File: src/rtl/cmat3_pkg.sv
`timescale 1ns/1ps
package cmat3_pkg;
  localparam int unsigned LANES = 3;

  typedef enum logic [1:0] {
    WE_HOLD = 2'd0,
    WE_SET1 = 2'd1,
    WE_SET2 = 2'd2,
    WE_SET3 = 2'd3
  } bank_we_e;
endpackage

File: src/rtl/cmat3_coef_bank.sv
`timescale 1ns/1ps
module cmat3_coef_bank
  import cmat3_pkg::*;
#(
  parameter int unsigned COEF_W = 10
) (
  input  logic                                     clk_i,
  input  logic                                     rst_ni,
  input  bank_we_e                                 we_i,
  input  logic [LANES-1:0][COEF_W-1:0]             coef_i,
  output logic [LANES-1:0][LANES-1:0][COEF_W-1:0]  bank_o
);
  // bank_o[set][lane]; set s is written by code s+1
  always_ff @(posedge clk_i or negedge rst_ni) begin
    if (!rst_ni) begin
      bank_o <= '0;
    end else begin
      for (int s = 0; s < LANES; s++) begin
        if (we_i == bank_we_e'(s + 1)) bank_o[s] <= coef_i;
      end
    end
  end
endmodule

File: src/rtl/cmat3_dot_row.sv
`timescale 1ns/1ps
module cmat3_dot_row
  import cmat3_pkg::*;
#(
  parameter int unsigned DATA_W = 12,
  parameter int unsigned COEF_W = 10,
  parameter int unsigned SUM_W  = 24
) (
  input  logic                          clk_i,
  input  logic                          rst_ni,
  input  logic [LANES-1:0][DATA_W-1:0]  smp_i,
  input  logic [LANES-1:0][COEF_W-1:0]  coef_i,
  output logic [SUM_W-1:0]              sum_o,
  output logic [DATA_W-1:0]             res_o
);
  localparam int unsigned PROD_W = DATA_W + COEF_W;
  localparam int unsigned FRAC_W = COEF_W - 1;

  logic [LANES-1:0][PROD_W-1:0] prod_q;
  logic signed [SUM_W-1:0]      acc;
  logic [SUM_W-1:0]             sum_q;
  logic [DATA_W-1:0]            res_q;

  always_ff @(posedge clk_i or negedge rst_ni) begin
    if (!rst_ni) begin
      prod_q <= '0;
    end else begin
      for (int i = 0; i < LANES; i++) begin
        prod_q[i] <= PROD_W'($signed(smp_i[i]) * $signed(coef_i[i]));
      end
    end
  end

  always_comb begin
    acc = '0;
    for (int i = 0; i < LANES; i++) begin
      acc = acc + SUM_W'($signed(prod_q[i]));
    end
  end

  // drop the fraction: keep the integer bits only, floor rounding
  always_ff @(posedge clk_i or negedge rst_ni) begin
    if (!rst_ni) begin
      sum_q <= '0;
      res_q <= '0;
    end else begin
      sum_q <= acc;
      res_q <= sum_q[FRAC_W +: DATA_W];
    end
  end

  assign sum_o = sum_q;
  assign res_o = res_q;
endmodule

File: src/rtl/cmat3_engine.sv
`timescale 1ns/1ps
module cmat3_engine
  import cmat3_pkg::*;
#(
  parameter int unsigned DATA_W = 12,
  parameter int unsigned COEF_W = 10
) (
  input  logic              clk_i,
  input  logic              rst_ni,
  input  logic [DATA_W-1:0] smp_a_i,
  input  logic [DATA_W-1:0] smp_b_i,
  input  logic [DATA_W-1:0] smp_c_i,
  input  logic [COEF_W-1:0] coef_a_i,
  input  logic [COEF_W-1:0] coef_b_i,
  input  logic [COEF_W-1:0] coef_c_i,
  input  logic [1:0]        bank_we_i,
  output logic [DATA_W-1:0] res_x_o,
  output logic [DATA_W-1:0] res_y_o,
  output logic [DATA_W-1:0] res_z_o
);
  localparam int unsigned SUM_W = DATA_W + COEF_W + $clog2(LANES);

  logic [LANES-1:0][DATA_W-1:0]            smp_q;
  logic [LANES-1:0][DATA_W-1:0]            smp_al_q;
  logic [LANES-1:0][COEF_W-1:0]            coef_q;
  bank_we_e                                we_q;
  logic [LANES-1:0][LANES-1:0][COEF_W-1:0] bank_k;
  logic [LANES-1:0][SUM_W-1:0]             row_sum;
  logic [LANES-1:0][DATA_W-1:0]            row_res;

  // input registers, plus one alignment stage so a write lands with its own triple
  always_ff @(posedge clk_i or negedge rst_ni) begin
    if (!rst_ni) begin
      smp_q    <= '0;
      smp_al_q <= '0;
      coef_q   <= '0;
      we_q     <= WE_HOLD;
    end else begin
      smp_q    <= {smp_c_i, smp_b_i, smp_a_i};
      smp_al_q <= smp_q;
      coef_q   <= {coef_c_i, coef_b_i, coef_a_i};
      we_q     <= bank_we_e'(bank_we_i);
    end
  end

  cmat3_coef_bank #(.COEF_W(COEF_W)) u_bank (
    .clk_i  (clk_i),
    .rst_ni (rst_ni),
    .we_i   (we_q),
    .coef_i (coef_q),
    .bank_o (bank_k)
  );

  for (genvar r = 0; r < LANES; r++) begin : g_row
    cmat3_dot_row #(
      .DATA_W (DATA_W),
      .COEF_W (COEF_W),
      .SUM_W  (SUM_W)
    ) u_row (
      .clk_i  (clk_i),
      .rst_ni (rst_ni),
      .smp_i  (smp_al_q),
      .coef_i (bank_k[r]),
      .sum_o  (row_sum[r]),
      .res_o  (row_res[r])
    );
  end

  assign res_x_o = row_res[0];
  assign res_y_o = row_res[1];
  assign res_z_o = row_res[2];
endmodule

File: config.mk
export PLATFORM = sky130hd
export DESIGN_NAME = cmat3_engine
export DESIGN_NICKNAME = d
export VERILOG_FILES = /design/src/rtl/cmat3_pkg.sv /design/src/rtl/cmat3_coef_bank.sv /design/src/rtl/cmat3_dot_row.sv /design/src/rtl/cmat3_engine.sv
export SDC_FILE = /design/constraint.sdc
export NUM_CORES = 2
export LEC_CHECK = 0
export BUFFER_PORTS_ARGS = -buffer_cell sky130_fd_sc_hd__buf_2
export CORE_ASPECT_RATIO = 1.1
export CORE_MARGIN = 2
export CORE_UTILIZATION = 40
export DETAILED_ROUTE_END_ITERATION = 10
export SYNTH_ARGS = -nofsm -noshare
export SYNTH_HDL_FRONTEND = slang
export SYNTH_HIERARCHICAL = 1
export SYNTH_SLANG_ARGS = --single-unit
File: constraint.sdc
create_clock -name clk_i -period 6.5 [get_ports clk_i]
set_clock_uncertainty 0.1 [all_clocks]
set_input_delay 1.3 -clock clk_i [delete_from_list [all_inputs] [get_ports clk_i]]
set_output_delay 1.3 -clock clk_i [all_outputs]
set_load 0.005 [all_outputs]
; Word-level counts from Yosys, hierarchy flattened
; Index checks and enable logic that the tools add are counted.
[word_totals]
register_bits = 482
inputBits = 70
wordCells = 52
output_inout_bits = 36
[op_classes]
mul = 9
n_eq_ne = 3
n_addsub = 6
[op_table]
columns = op, n
row1 = $mul A12 B10 Y21, 9
row2 = $add A21 B21 Y21, 6
row3 = $eq A2 B2 Y1 const B, 2
row4 = $eq A2 B1 Y1 const B, 1

; Logic depth before layout (Yosys ltp)
[depth]
word_depth = 2
ltp_mapped = 21
depth_no_buf = 20

; By module
; Netlist, hierarchy kept.
[modules_own_cells]
columns = module, seq_area_each_um2, instances, cells_each, area_per_inst_um2
row1 = cmat3_dot_row at g_row[0].u_row, 2552.4, 1, 1892, 17893.4
row2 = cmat3_dot_row at g_row[2].u_row, 2552.4, 1, 1882, 17802.1
row3 = cmat3_dot_row at g_row[1].u_row, 2552.4, 1, 1851, 17727.0
row4 = cmat3_coef_bank, 2252.2, 1, 192, 3791.1
row5 = cmat3_engine, 2602.5, 1, 104, 2602.5

; Worst setup path after synthesis
; No wires, ideal clock.
[synth_path]
path_kind = reg-to-reg
startpoint = register u_bank/bank_o[61] (netlist bit)
endpoint = register g_row[2].u_row/prod_q[21] (netlist name)
setup_time_ns = 0.080
t_arrival_ns = 5.350
t_required_ns = 6.320
path_buffers = 1
slack_ns = 0.970
synth_period_minus_slack_ns = 5.530
path_stages_with_launch = 21
cell_sequence = dfrtp_1 > clkbuf_1 > nand2_1 > fa_1 > inv_1 > fa_1 > inv_1 > fa_1 > inv_1 > fa_1 > inv_1 > fa_1 > inv_1 > ha_1 > or2_4 > a31o_1 > a221o_1 > a2111o_1 > a31o_1 > a21oi_2 > xnor2_1
[synth_rtl]
columns = item, line
row1 = from (decl), cmat3_coef_bank.sv:11  ; output logic [LANES-1:0][LANES-1:0][COEF_W-1:0] bank_o
row2 = "from (signal, indexed assignment)", cmat3_coef_bank.sv:19  ; if (we_i == bank_we_e'(s + 1)) bank_o[s] <= coef_i;

; Worst setup path in the final report
[layout_path]
startpoint = register smp_al_q[27] (netlist bit)
endpoint = register g_row[1].u_row/prod_q[63] (netlist bit)
[layout_via]
elab_chain_len = 1
[layout_lines]
columns = item, line
row1 = from (decl), cmat3_engine.sv:24  ; logic [LANES-1:0][DATA_W-1:0] smp_al_q;
row2 = from (signal assigned), cmat3_engine.sv:40  ; smp_al_q <= smp_q;
row3 = $mul A12 B10 Y21, cmat3_dot_row.sv:29  ; prod_q[i] <= PROD_W'($signed(smp_i[i]) * $signed(coef_i[i]));
row4 = "to (signal, indexed assignment)", cmat3_dot_row.sv:29
row5 = to (decl), cmat3_dot_row.sv:19  ; logic [LANES-1:0][PROD_W-1:0] prod_q;
; Every way passes these cells.
; A chain may end at the register's enable or synchronous reset.

==> flow_summary.yaml <==
clocking:
  root_buffer: "clkbuf_16"
  cts_resized: 0
  cts_made_buffers: 54
  hold_buffers: 0
  cts_setup_buffers: 0
  ctsLongestPathBuffers: 3
  insertion_delay_ns: 0.69
  cts_max_level: 2
  cts.sinks: 455
  clk_pin_slew_worst_paths_ns: 0.06
  cts_tree: "done"
final_layout:
  synthToLayoutAreaGrowth_pct: 8.172
  n_fill_cell: 13540
  fin_nets: 7349
  seqCellArea_mm2: 0.01139
  multi_input_area_mm2: 0.03973
  final_cell_area_mm2: 0.06168
  drive_gt1_share_pct: 7.016
floorplanning:
  io_pins: 106
  rows: 145
  start_util_pct: 40.24
  core-area_mm2: 0.1417
  die-area_mm2: 0.1456
  die_h_um: 400.0
  die_x_um: 364.0
global_route:
  grt_max_degree: 141
  grt_first_pass_wirelength_mm: 216.8
  grt_usage_pct: 18.91
  grt_remaining_overflow: 0
  first_global_vias: 40240
  antenna_found_initial: 3
setup_path:
  start_kind: "flip-flop"
  cp-endpoint: "g_row[1].u_row/prod_q[63]"
  crit_arrival_ns: 6.61
  cp.required_ns: 6.99
  regToRegEndpoint: "g_row[1].u_row/prod_q[63]"
  crit_start: "smp_al_q[27]"
  crit_path_frequent_cell: "fa_1"
  reg2reg_from: "smp_al_q[27]"
  rr_worst_depth: 18
  r2r_setup_slack_ns: 0.38
  worstSetupPathType: "reg -> reg"
  path_max_fanout: 21
  critical_path.endpoint_type: "flip-flop"
  path_cells: "buf_4, nor2_1, fa_1, fa_1, fa_1, fa_1, inv_1, fa_1, inv_1, ha_1, a21o_1, a2111oi_0, o211ai_1, a31oi_1, nor2b_1, o21a_1, nor2_1, xnor2_1"
  cp_slowest_stage_delay_ns: 0.93
  cp_slowest_cell: "dfrtp_1"
placement:
  io_buffers: 105
  place.gp.congestion: 0.8639
  dp_hpwl_mm: 106.0
  dp_slack_ns: 0.4948
  dpl-instance-area_mm2: 0.05976
route:
  vias_per_cell: 4.778
  drtPass1Iterations: 5
  vias: 36650
  first_iter_violations: 1765
  drt-total-wl_mm: 129.9
  drt-wirelength-per-cell_um: 16.94
  ant_nets: 0
  drc: 0
timing:
  fin_ws_ns: 0.3753
  slew_violations: 0
  worst_pin_slew_ns: 0.9133
  setup_violations: 0
  fmax_mhz: 163.3
  post-route-min-period_ns: 6.125
  hold_violations: 0
  rsz0062_at_grt: "no"
  setup_tns_ns: 0
  post-route-period-util_pct: 94.23
  slew_headroom_pct: 39.11
logic_synthesis:
  syn_inst: 5662
  syn_area_per_cell_um2: 10.07
  synthesis.area_mm2: 0.05702
  ys.warnings.count: 6
  synth_fp_nets: 7298
run:
  drv_cap: 0
worst_hold_path:
  worstHoldPathType: "reg -> reg"
run_status:
  outcome: "finished clean"
[layer usage]
layer | vias up | GRT usage (%) | wire, um | share of wire [%]
met1 | 18870 | 24.37 | 54550 | 42
met4 | 0 | 5.439 | 3957 | 3.0
met3 | 155 | 2.095 | 4955 | 3.8
li1 | 16960 | - | - | -
met2 | 674 | 33.52 | 66460 | 51
met5 | - | 0 | 0 | 0
[final cells by class]
type                            instances  share of cell area (%)
Clock inverter                         35                  0.7080
Sequential cell                       455                   18.46
Clock buffer                           66                   2.396
Antenna cell                            2                0.008114
Multi-Input combinational cell       3667                   64.42
Tap cell                             1911                   3.877
Timing Repair Buffer                  184                   1.911
Inverter                             1351                   8.222
[critical path: cells and delay by family, from the launching register on]
kind / cells / cell delay (ns)
adders and majority gates: 6 / 2.75
AOI/OAI and AO/OA: 5 / 1.47
DFF: 1 / 0.93
buffers and inverters: 3 / 0.40
and+or+nand+nor: 3 / 0.26
xor gates and xnor gates: 1 / 0.12
[sequential cells by signal, indices dropped and copies added (netlist names)]
signal / cells
g_row.u_row/sum_o: 36
smp_al_q: 36
smp_q: 36
we_q: 2
g_row.u_row/res_o: 36
u_bank/bank_o: 90
g_row.u_row/prod_q: 189
coef_q: 30
[per-stage QoR]
step,hold WS [ns],std cells,utilization [%]
6_report,0.2467,7671,43.53
5_1_grt,0.2508,7669,43.53
4_1_cts,0.2488,7669,43.53
3_5_place_dp,0.2347,7568,42.18
3_3_place_gp,0.2338,7568,42.18
2_1_floorplan,0.2312,5662,-
[worst min-delay path by stage]
stage                              from                 endpoint  slack [ns]  cells after the start
2_1_floorplan   g_row[0].u_row/sum_o[9]  g_row[0].u_row/res_o[0]        0.23                      0
3_3_place_gp                   smp_q[0]              smp_al_q[0]        0.23                      0
3_5_place_dp                  smp_q[34]             smp_al_q[34]        0.23                      0
4_1_cts        g_row[0].u_row/sum_o[14]  g_row[0].u_row/res_o[5]        0.25                      0
5_1_grt                       smp_q[10]             smp_al_q[10]        0.25                      0
6_report       g_row[2].u_row/sum_o[10]  g_row[2].u_row/res_o[1]        0.25                      0
[cell usage in the layout (no fill, tap or decap), types with 8 or more instances in the layout]
cell	count
o21ai_1	18
clkinv_1	9
nor2_1	207
a31oi_1	9
ha_1	537
fa_1	1029
o211ai_1	9
buf_4	75
or3_1	17
nor2b_1	22
o21a_1	22
mux2_4	90
buf_2	104
dfrtp_1	455
inv_1	1342
xnor2_1	125
and2_1	434
or2_2	8
a211oi_1	26
inv_6	10
a21oi_1	107
o21ai_0	56
clkbuf_16	55
a21o_1	49
nand2_1	624
nand3_1	22
and3_1	21
nor3_1	37
xor2_1	35
nand2b_1	33
nor4_1	8
o21bai_1	16
Power is not shown: default switching activity piles up to over one toggle a cycle in this logic, so the estimate is an artifact.
